--- config.mk ---
export PLATFORM = sky130hd
export DESIGN_NAME = svc_watchdog
export DESIGN_NICKNAME = d
export VERILOG_FILES = /design/src/rtl/wdt_pkg.sv /design/src/rtl/wdt_count.sv /design/src/rtl/wdt_key.sv /design/src/rtl/svc_watchdog.sv
export SDC_FILE = /design/constraint.sdc
export NUM_CORES = 1
export LEC_CHECK = 0
export ABC_AREA = 0
export BUFFER_PORTS_ARGS = -buffer_cell sky130_fd_sc_hd__buf_2
export CORE_MARGIN = 2
export CORE_UTILIZATION = 40
export DETAILED_ROUTE_END_ITERATION = 10
export PLACE_DENSITY_LB_ADDON = 0.12
export REMOVE_ABC_BUFFERS = 1
export SYNTH_ARGS = -nofsm -noshare
export SYNTH_HDL_FRONTEND = slang
export SYNTH_SLANG_ARGS = --single-unit
--- constraint.sdc ---
create_clock -name clk -period 2.7 [get_ports clk]
set_input_delay 0.54 -clock clk [delete_from_list [all_inputs] [get_ports clk]]
set_output_delay 0.54 -clock clk [all_outputs]
set_load 0.01 [all_outputs]
--- src/rtl/wdt_pkg.sv ---
package wdt_pkg;
  localparam logic [7:0] KEY_OPEN  = 8'h55;
  localparam logic [7:0] KEY_CLOSE = 8'hAA;

  // log2 of the timeout period for a rate code, lowered by reduce
  function automatic logic [4:0] period_log2(input logic [2:0] rate, input int unsigned reduce);
    int unsigned e;
    case (rate)
      3'd1: e = 14;
      3'd2: e = 16;
      3'd3: e = 18;
      3'd4: e = 20;
      3'd5: e = 22;
      3'd6: e = 23;
      default: e = 24;
    endcase
    return 5'(e - reduce);
  endfunction
endpackage

--- src/rtl/wdt_count.sv ---
module wdt_count #(
  parameter int unsigned CW     = 24,
  parameter int unsigned REDUCE = 0
) (
  input  logic          clk,
  input  logic          rst_n,
  input  logic [2:0]    rate,
  input  logic          clr,
  input  logic          inc,
  output logic [CW-1:0] cnt,
  output logic          terminal,
  output logic          late
);
  import wdt_pkg::*;

  logic [4:0]    lg;
  logic [CW-1:0] last;

  always_comb begin
    lg       = period_log2(rate, REDUCE);
    last     = (CW'(1) << lg) - CW'(1);
    terminal = (cnt == last);
    // last quarter: upper two bits of the period-wide count both set
    late     = ((cnt >> (lg - 5'd2)) == CW'(3));
  end

  always_ff @(posedge clk or negedge rst_n) begin
    if (!rst_n)   cnt <= '0;
    else if (clr) cnt <= '0;
    else if (inc) cnt <= cnt + CW'(1);
  end
endmodule

--- src/rtl/wdt_key.sv ---
module wdt_key (
  input  logic       clk,
  input  logic       rst_n,
  input  logic       clr_arm,
  input  logic       ev,
  input  logic [7:0] data,
  input  logic       early,
  output logic       service,
  output logic       fault
);
  import wdt_pkg::*;

  logic armed_q;
  logic open_ok, close_ok;

  always_comb begin
    open_ok  = ev && !early && !armed_q && (data == KEY_OPEN);
    close_ok = ev && !early &&  armed_q && (data == KEY_CLOSE);
    service  = close_ok;
    fault    = ev && !open_ok && !close_ok;
  end

  always_ff @(posedge clk or negedge rst_n) begin
    if (!rst_n)                          armed_q <= 1'b0;
    else if (clr_arm || fault || service) armed_q <= 1'b0;
    else if (open_ok)                    armed_q <= 1'b1;
  end
endmodule

--- src/rtl/svc_watchdog.sv ---
module svc_watchdog #(
  parameter int unsigned EXP_REDUCE = 0
) (
  input  logic       clk,
  input  logic       rst_n,
  input  logic [2:0] rate_sel,
  input  logic       window_en,
  input  logic       wait_halt_en,
  input  logic       debug_halt_en,
  input  logic       wait_mode,
  input  logic       debug_mode,
  input  logic       key_wr,
  input  logic [7:0] key_data,
  output logic       rst_req
);
  localparam int unsigned CNT_W = 24 - EXP_REDUCE;

  logic [2:0]       rate_q;
  logic [CNT_W-1:0] cnt_q;
  logic enabled, rate_chg, wait_hold, dbg_hold, active;
  logic terminal, late, service, fault, timeout, trip;

  always_comb begin
    enabled   = (rate_sel != 3'd0);
    rate_chg  = (rate_sel != rate_q);
    wait_hold = wait_halt_en && wait_mode;
    dbg_hold  = debug_halt_en && debug_mode && !wait_hold;
    active    = enabled && !rate_chg && !wait_hold && !dbg_hold;
    timeout   = active && terminal && !service;
    trip      = fault || timeout;
  end

  wdt_count #(.CW(CNT_W), .REDUCE(EXP_REDUCE)) u_count (
    .clk      (clk),
    .rst_n    (rst_n),
    .rate     (rate_sel),
    .clr      (trip || service || wait_hold || rate_chg || !enabled),
    .inc      (active),
    .cnt      (cnt_q),
    .terminal (terminal),
    .late     (late)
  );

  wdt_key u_key (
    .clk     (clk),
    .rst_n   (rst_n),
    .clr_arm (trip || wait_hold || rate_chg || !enabled),
    .ev      (active && key_wr),
    .data    (key_data),
    .early   (window_en && !late),
    .service (service),
    .fault   (fault)
  );

  always_ff @(posedge clk or negedge rst_n) begin
    if (!rst_n) begin
      rate_q  <= 3'd0;
      rst_req <= 1'b0;
    end else begin
      rate_q  <= rate_sel;
      rst_req <= trip;
    end
  end
endmodule

==> run summary, run 1 <==
Peak supply drop - 0.175 mV
Avg Cell Area, Syn - 8.28 um^2
RSZ-0062 raised after global routing - yes
Type of the most critical hold path - in2async
Global-route wire length before repair - 12.4 mm
Synth Warn # - 0
Synthesized flop and latch total - 29
Hpwl dp - 5.51 mm
Grt ovf - 0
Number of port buffers - 19
DIE WIDTH - 86.3 um
Fillers - 601
Top cells by area, synth - dfrtp_1 (27%), xor2_1 (6.1%), nor2_1 (4.3%), nand2_1 (3.5%), mux2i_1 (3.3%)
Total leakage power - 1.50 nW
Pwr Total - 1.17 mW
Worst slew pin tran - 0.662 ns
Layout cells sized above 1 - 0.368
Gate Count Post-Synth - 327
Post-layout worst setup margin - -0.00683 ns
Layout Skew - 0.00568 ns
Number of synthesized flops with an enable pin - 0
CTS Root Cell - clkbuf_8
CTS sink cnt - 29
CTS tree - done
Final Hold Violating Endpoints - 0
H-tree level count - 2
Crit path arrival time - 2.87 ns
Final period util - 1.00
Required time worst endpoint - 2.87 ns
Failing checks - negative setup slack
Post-synth top flop - dfrtp_1
Row Count - 29
Per-cell routed wire length - 17.9 um
Largest net degree at the start of global routing - 35
Multi-input logic area - 0.00206 mm^2
Post-synthesis cell area - 0.00271 mm^2
Worst-path fanout max - 23
Routed wire length - 8.25 mm
Ant diodes - 0
Vias/cell - 5.97
Detail Route Antenna Nets - 0
Placed insts - 444
Final #Nets - 404
Clock Path Buffers - 2
CP Launch Type - input port
Gr usage total - 0.210
Cell variety after synth - 66
DRC viols - 0
Nature of the critical path endpoint - flip-flop
Cts bufs inserted - 5
Initial drt markers - 184
Synth area leader - dfrtp_1
Final Instance Count excl. Fillers - 460
Status - complete, but fails checks
Power Density - 320 mW/mm^2
Worst skew pair latency - 0.28 ns
Storage cell area - 726 um^2
Critical-path cell list - buf_4, buf_6, and2_4, buf_4, mux2_2, a22oi_1, o21ai_0, a31oi_2, nor4_4, nor2_4, clkbuf_16, nor2_4
Routed via count - 2744
Slew Limit Fails - 0
Max Cap Violations - 0
Initial antenna violation count - 0
CP peak stage delay - 0.33 ns
Placer Congestion - 0.899
Max Clk Rate - 0.369 GHz
Fin crit period - 2.71 ns
Slowest-stage cell, CP - mux2_2
Vias in the first global route - 2491
Slew headroom - 0.559
Core region area - 0.00646 mm^2
Post-synth top area share - 0.268
Ys async rst share - 1.00
Final setup fails - 4
Die area - 0.00744 mm^2
Die Y - 86.3 um
Kind of critical path - in2reg
Pre-Repair DR Iteration Count - 5
Clock slew at reported path FFs - 0.06 ns
Register area share after synthesis - 0.268
IO Pins - 20
Initial core utilization - 0.419
Growth of design area from synthesis to finish - 35.6%
[state kept, by name, summed over array words and instances (netlist names)]
name	count
rst_req	1
rate_q	3
u_count.cnt	24
u_key.armed_q	1
[cell usage after synthesis (5+ instances only)]
master,n
nand3_1,16
inv_1,8
buf_2,7
nand2_1,25
a21oi_1,12
xnor2_1,10
nand4_1,5
mux2i_1,9
a211oi_1,8
and3_1,8
dfrtp_1,29
xor2_1,19
buf_6,7
o21ai_0,9
nor2_1,31
nor3_1,9
nor2_2,11
clkbuf_1,12
nand3b_1,6
[worst max-delay path: cells and delay by family]
kind | cells | cell delay, ns
buffers and inverters | 4 | 0.77
AO/OA/AOI/OAI | 3 | 0.59
multiplexers | 1 | 0.33
AND/OR/NAND/NOR | 4 | 0.65
[final cells by class]
cell class / instances / share of cell area
Multi-Input combinational cell: 262 / 0.560
Sequential cell: 29 / 0.198
Tap cell: 77 / 0.0263
Clock buffer: 7 / 0.0263
Inverter: 8 / 0.0102
Clock inverter: 1 / 0.00136
Timing Repair Buffer: 76 / 0.178
[stage by stage]
stage	hold slack [ns]	setup slack [ns]	util	area [um^2]	setup TNS [ns]
floorplan	0.244	-0.648	-	2530	-15.37
global placement	0.535	-0.422	0.481	3100	-10.59
detailed placement	0.545	-0.466	0.481	3100	-11.51
CTS	0.315	0.000376	0.501	3230	0
global route	0.344	-0.0926	0.568	3670	-1.67
finish	0.285	-0.00683	0.568	3670	-0.0168
[final timing paths]
| check | start | end | slack, ns | cells past startpoint |
|---|---|---|---|---|
| setup / recovery | rate_sel[2] | u_count.cnt[11] | -0.007 | 12 |
| hold / removal | rst_n | u_count.cnt[19] | 0.28 | 1 |
| setup reg to reg | u_count.cnt[16] | u_count.cnt[11] | 0.07 | 9 |
| hold reg to reg | u_key.armed_q | u_key.armed_q | 0.56 | 2 |
| max in group asynchronous | rst_n | u_count.cnt[6] | 1.98 | 1 |
| min in group clk | debug_mode | u_count.cnt[1] | 0.51 | 3 |
[metal layers]
layer	GRT usage	vias to the layer above	wire [um]
li1	-	1303	-
met1	0.310	1336	3910
met2	0.313	81	3750
met3	0.0371	24	335
met4	0.0639	0	246
met5	0	-	0
[report_power, final]
part	internal (mW)	total (mW)	switching (mW)
Combinational	0.154	0.327	0.173
Clock	0.230	0.405	0.175
Sequential	0.438	0.441	0.00298
[what timing repair did]
| action | CTS | global route |
|---|---|---|
| endpoints found under the setup margin | 26 | 26 |
| resized for setup | 11 | 75 |
| setup buffers | 0 | 4 |
| gates cloned | 0 | 4 |
| pin swaps | 1 | 37 |
| hold buffers | 0 | 0 |
[cell usage in the layout (no fill, tap or decap), drive strengths merged, types with 3 or more instances in the layout]
| cell | netlist | layout |
|---|---|---|
| clkbuf | 12 | 10 |
| a211oi | 8 | 8 |
| a21boi | 4 | 4 |
| or3 | 4 | 4 |
| nor2 | 42 | 42 |
| a31oi | 4 | 4 |
| nand3b | 6 | 6 |
| mux2 | 4 | 4 |
| dfrtp | 29 | 29 |
| nor3 | 11 | 11 |
| xor2 | 19 | 19 |
| nand4 | 5 | 5 |
| inv | 8 | 8 |
| ha | 3 | 3 |
| mux2i | 9 | 9 |
| nor3b | 4 | 4 |
| nand2 | 26 | 26 |
| buf | 16 | 73 |
| and4b | 3 | 3 |
| nor4 | 3 | 3 |
| and3 | 8 | 8 |
| xnor2 | 10 | 10 |
| nand3 | 16 | 16 |
| o31ai | 4 | 4 |
| o21ai | 9 | 9 |
| a21oi | 12 | 12 |
[cells by family (layout without fill, tap and decap cells)]
family | after synthesis | after routing | share of synthesized area
xor gates and xnor gates | 29 | 29 | 0.0938
muxes | 15 | 15 | 0.0666
adders and majority gates | 3 | 3 | 0.0139
buffers and inverters | 36 | 92 | 0.0754
AOI/OAI and AO/OA | 69 | 69 | 0.179
DFF | 29 | 29 | 0.268
and+or+nand+nor | 146 | 146 | 0.303
Note: power is estimated with default switching activity, not from simulation.
==> run 2, diff against run 1 <==
- SYNTH_HIERARCHICAL: unset -> 1
==> run 2 against run 1 <==
The run still ends with negative setup slack left. Design area up 5.0%. Global-route usage up 1.6 points. Synthesized cell count unchanged. Largest power group unchanged. Highest routed layer unchanged.
==> run summary, run 2 <==
Slew Limit Fails - 0
Gr usage total - 0.226
Initial antenna violation count - 0
Final setup fails - 26
Largest net degree at the start of global routing - 30
Failing checks - negative setup slack
Detail Route met3 WL - 314 um
Most frequent cell after synthesis - nor2_1
Met2 Routed Length - 3.45 mm
Crit path arrival time - 4.13 ns
Placer Congestion - 0.856
Synthesized flop and latch total - 29
Final #Nets - 454
Post-synth top cells - nor2_1 (43), dfrtp_1 (29), a21oi_1 (16), nand2_1 (16), xnor2_1 (16)
WL met1 - 3.93 mm
Top flop regs - u_count/cnt (24), rate_q (3)
Pwr Total - 1.16 mW
Hpwl dp - 5.80 mm
Clock slew at reported path FFs - 0.07 ns
Post-synth top flop - dfrtp_1
Post-layout worst setup margin - -1.27 ns
Hold WS - 0.288 ns
Routed wire length - 7.78 mm
Max Cap Violations - 0
Initial core utilization - 0.417
Per-cell routed wire length - 15.3 um
RSZ-0062 raised after global routing - yes
Top cells by area, synth - dfrtp_1 (27%), nor2_1 (6.1%), xnor2_1 (5.3%), xor2_1 (4.6%), a21oi_1 (3.0%)
Die area - 0.00732 mm^2
Global-route wire length before repair - 13.4 mm
Clock Path Buffers - 2
Max reg flops - 24
Hold Buf Count CTS - 0
CTS tree - done
Vias in the first global route - 2824
DIE WIDTH - 85.6 um
Final Hold Violating Endpoints - 0
Routed via count - 2828
Ant diodes - 0
Pre-Repair DR Iteration Count - 5
Largest Register - u_count/cnt
Grt ovf - 0
Most common cell after layout, fill and taps aside - buf_4
Synth Warn # - 6
DR top layer - met4
H-tree level count - 2
Peak supply drop - 0.263 mV
IO Pins - 20
Gate Count Post-Synth - 327
Post-synth top area share - 0.273
Cell variety after synth - 69
Register area share after synthesis - 0.273
Row Count - 29
Final period util - 1.47
Nature of the critical path endpoint - flip-flop
Initial drt markers - 178
Avg Cell Area, Syn - 8.13 um^2
Layout Skew - 0.00740 ns
Growth of design area from synthesis to finish - 44.9%
Worst skew pair latency - 0.28 ns
Type of the most critical hold path - in2async
Core region area - 0.00639 mm^2
Cts bufs inserted - 5
Most frequent cells in the layout - buf_4 (95), nor2_1 (40), dfrtp_1 (29)
Fin crit period - 3.97 ns
Detail Route Antenna Nets - 0
Worst slew pin tran - 0.667 ns
Fillers - 561
Final core occ - 0.603
Max Clk Rate - 0.252 GHz
Die Y - 85.6 um
Number of synthesized flops with an enable pin - 0
CTS sink cnt - 29
Number of port buffers - 19
Layout cells sized above 1 - 0.398
Required time worst endpoint - 2.87 ns
Slew headroom - 0.556
Synth area leader - dfrtp_1
DRC viols - 0
CTS Root Cell - clkbuf_8
Kind of critical path - in2reg
Ys async rst share - 1.00
Vias/cell - 5.56
Power Density - 301 mW/mm^2
Total leakage power - 1.64 nW
Post-synthesis cell area - 0.00266 mm^2
Worst-path fanout max - 5
CP Launch Type - input port
Status - complete, but fails checks
==> run 2: power breakdown <==
group / switching (mW) / total (mW) / internal, mW
Combinational: 0.161 / 0.315 / 0.154
Sequential: 0.00156 / 0.439 / 0.437
Clock: 0.178 / 0.408 / 0.230
Total: 0.341 / 1.16 / 0.821
==> run 2: worst paths after layout <==
path,cells past startpoint,start,slack [ns],end
max,22,rate_sel[0],-1.27,u_count/cnt[8]
min,1,rst_n,0.29,u_count/cnt[20]
max reg2reg,19,u_count/cnt[23],-1.18,u_count/cnt[8]
min reg2reg,2,u_key/armed_q,0.59,u_key/armed_q
max in group asynchronous,1,rst_n,1.98,u_count/cnt[10]
min in group clk,3,wait_mode,0.57,rst_req
==> run 2: kinds of logic (layout without fill, tap and decap cells) <==
kind of cell / Yosys count / count (layout) / synth area share
adders and majority gates: 5 / 5 / 0.0226
xor gates and xnor gates: 30 / 30 / 0.0988
and+or+nand+nor: 137 / 138 / 0.288
muxes: 7 / 7 / 0.0273
DFF: 29 / 29 / 0.273
AOI/OAI and AO/OA: 84 / 84 / 0.225
buffers and inverters: 35 / 139 / 0.0659
==> run 2: critical path: stages <==
cell       delay (ns)
buf_4            0.11
a21bo_4          0.24
buf_4            0.14
o22a_1           0.18
o32ai_2          0.13
buf_4            0.17
a31oi_4          0.07
a2111oi_4        0.35
a311oi_1         0.08
nor4_1           0.25
nor2b_1          0.10
nor4bb_1         0.30
nand3_1          0.14
and3b_1          0.21
nor2_1           0.10
nand4_1          0.19
buf_4            0.21
o21ai_4          0.15
inv_2            0.09
and3_4           0.16
xnor2_2          0.15
nor2_1           0.05
==> run 2: stage by stage <==
step	area, um^2	cells	worst slack, ns	TNS (ns)
5_1_grt	3850	509	-1.52	-35.29
3_3_place_gp	3420	491	-1.70	-36.87
2_1_floorplan	2520	301	-2.20	-48.41
4_1_cts	3800	507	-1.32	-29.23
3_5_place_dp	3420	491	-1.86	-39.72
6_report	3850	509	-1.27	-28.51
==> run 2: area by class of cell <==
| class | count | area, um^2 | share of cell area |
|---|---|---|---|
| sequential | 29 | 726 | 0.188 |
| tap | 77 | 96.3 | 0.0250 |
| timing repair buffer | 122 | 933 | 0.242 |
| multi-input combinational | 264 | 1960 | 0.509 |
| inverter | 9 | 33.8 | 0.00877 |
| clock buffer | 7 | 96.3 | 0.0250 |
| clock inverter | 1 | 5.00 | 0.00130 |
==> run 2: timing repair <==
| item | CTS | global route |
|---|---|---|
| gates resized for setup | 52 | 6 |
| endpoints found under the setup margin | 26 | 26 |
| gates cloned | 1 | 0 |
| buffers inserted | 7 | 2 |
| pin swaps | 47 | 5 |
==> run 2: routing by layer <==
metal	GRT usage	vias to the layer above
li1	-	1417
met1	0.340	1337
met2	0.342	68
met3	0.0289	6
met4	0.0577	0
met5	0	-
==> run 3, diff against run 2 <==
- CORE_UTILIZATION: 40 -> 46
- clock period: 2.7 -> 4.59 ns (I/O delays scaled with it)
==> run 3 against run 2 <==
The flow now finishes without violations. Register-to-register slack better by 1.7 ns. Non-clock buffer count fell by 57. Combinational power fell by 46%. Worst hold slack improved by 0.30 ns. Largest cell class unchanged. Critical endpoint is now u_count/cnt[15].
==> run summary, run 3 (synthesis gave the netlist of run 2 again) <==
IO Pins - 20
Final setup fails - 0
Max Cap Violations - 0
Most common cell after layout, fill and taps aside - nor2_1
Initial antenna violation count - 0
Slowest-stage cell, CP - or4b_1
Gr usage total - 0.226
Worst slew pin tran - 0.644 ns
Place WS - -0.209 ns
Post-layout worst setup margin - 0.167 ns
Setup TNS - 0 ns
Slew headroom - 0.567
CTS tree - done
Crit path arrival time - 4.58 ns
Die Y - 80.0 um
Kind of critical path - in2reg
Layout Skew - 0.00609 ns
Slew Limit Fails - 0
DRC viols - 0
Initial core utilization - 0.480
Final Hold Violating Endpoints - 0
CTS sink cnt - 29
Required time worst endpoint - 4.74 ns
Status - finished clean
Placer Congestion - 0.922
Top flop regs - u_count/cnt (24), rate_q (3)
Total leakage power - 1.35 nW
CP Launch Type - input port
RSZ-0062 raised after global routing - yes
Vias/cell - 5.87
Placed insts - 433
Ant diodes - 0
Routed via count - 2623
Per-cell routed wire length - 16.2 um
Vias in the first global route - 2408
Crit path max-delay family - simple AND/OR/NAND/NOR gates
Number of port buffers - 19
Worst-path fanout max - 5
Row Count - 27
Routed wire length - 7.25 mm
Placed Instance Area - 0.00301 mm^2
Die area - 0.00641 mm^2
Final #Nets - 397
Final core occ - 0.612
Most frequent cells in the layout - nor2_1 (41), buf_4 (38), dfrtp_1 (29)
Core region area - 0.00554 mm^2
Nature of the critical path endpoint - flip-flop
Detail Route Antenna Nets - 0
Fin crit period - 4.42 ns
DIE WIDTH - 80.0 um
Peak supply drop - 0.183 mV
Final period util - 0.964
Type of the most critical hold path - reg2reg
Fillers - 513
Cts bufs inserted - 5
Clock Path Buffers - 2
Growth of design area from synthesis to finish - 27.4%
Pre-Repair DR Iteration Count - 4
Hold WS - 0.586 ns
Largest Register - u_count/cnt
Clock slew at reported path FFs - 0.07 ns
CP peak stage delay - 0.53 ns
Max Clk Rate - 0.226 GHz
CTS Root Cell - clkbuf_8
Hpwl dp - 5.19 mm
Global-route wire length before repair - 11.5 mm
Layout cells sized above 1 - 0.304
Final Instance Count excl. Fillers - 447
Initial drt markers - 172
Power Density - 196 mW/mm^2
Pwr Total - 0.663 mW
Grt ovf - 0
Buffers plus inverters on the worst setup path - 3
Critical-path cell list - buf_8, buf_6, buf_6, or4b_1, o21ai_1, a221o_1, o21ai_2, a2111oi_4, a311oi_1, nor4_1, nor2b_1, nor4bb_1, nand3_1, and3b_1, nor2_1, nand4_1, o2111ai_4, nor2_4, nand3_1, xor2_1, nor2_1
H-tree level count - 2
Post-route cell area - 0.00339 mm^2
Worst skew pair latency - 0.28 ns
Max reg flops - 24
Largest net degree at the start of global routing - 30
run 3: changes by cell type in the layout (fill, tap and decap cells not counted), moves of 2 or more:
cell,change
nand3_2,-2
buf_6,+2
buf_4,-57
xnor2_1,-2
xnor2_2,+2
nand3_1,+2
run 3: path summary, 6_finish.rpt:
kind | from | to | slack (ns) | cells past startpoint
max | rate_sel[2] | u_count/cnt[15] | 0.17 | 21
min | u_key/armed_q | u_key/armed_q | 0.59 | 2
max reg2reg | u_count/cnt[23] | u_count/cnt[15] | 0.51 | 18
min reg2reg | u_key/armed_q | u_key/armed_q | 0.59 | 2
max in group asynchronous | rst_n | u_count/cnt[5] | 3.50 | 1
min in group asynchronous | rst_n | u_count/cnt[21] | 0.66 | 1
run 3: timing repair:
action / 4_1_cts / 5_1_grt
resized for setup: 0 / 52
hold endpoints to repair: 0 / 0
setup endpoints to repair: 0 / 20
buffers inserted: 0 / 6
hold buffers: 0 / 0
run 3: area by class of cell:
| cell class | count | area [um^2] | share of cell area |
|---|---|---|---|
| Multi-Input combinational cell | 264 | 1950 | 0.574 |
| Sequential cell | 29 | 726 | 0.214 |
| Timing Repair Buffer | 65 | 493 | 0.145 |
| Clock buffer | 7 | 96.3 | 0.0284 |
| Tap cell | 72 | 90.1 | 0.0266 |
| Inverter | 9 | 33.8 | 0.00997 |
| Clock inverter | 1 | 5.00 | 0.00148 |
run 3: report_power, final:
part | internal (mW) | total, mW | leakage, nW | switching, mW
Sequential | 0.257 | 0.258 | 0.398 | 0.00100
Clock | 0.135 | 0.235 | 0.0542 | 0.0994
Combinational | 0.0806 | 0.170 | 0.897 | 0.0899
run 3: layer usage:
metal | track usage | up-vias | routed length, um
li1 | - | 1292 | -
met1 | 0.327 | 1264 | 3520
met2 | 0.351 | 59 | 3380
met3 | 0.0362 | 8 | 243
met4 | 0.0542 | 0 | 112
met5 | 0 | - | 0
run 3: worst min-delay path, stage by stage (launching register included):
cell and delay (ns):
dfrtp_1 0.41, nand2b_1 0.08, a211oi_1 0.07
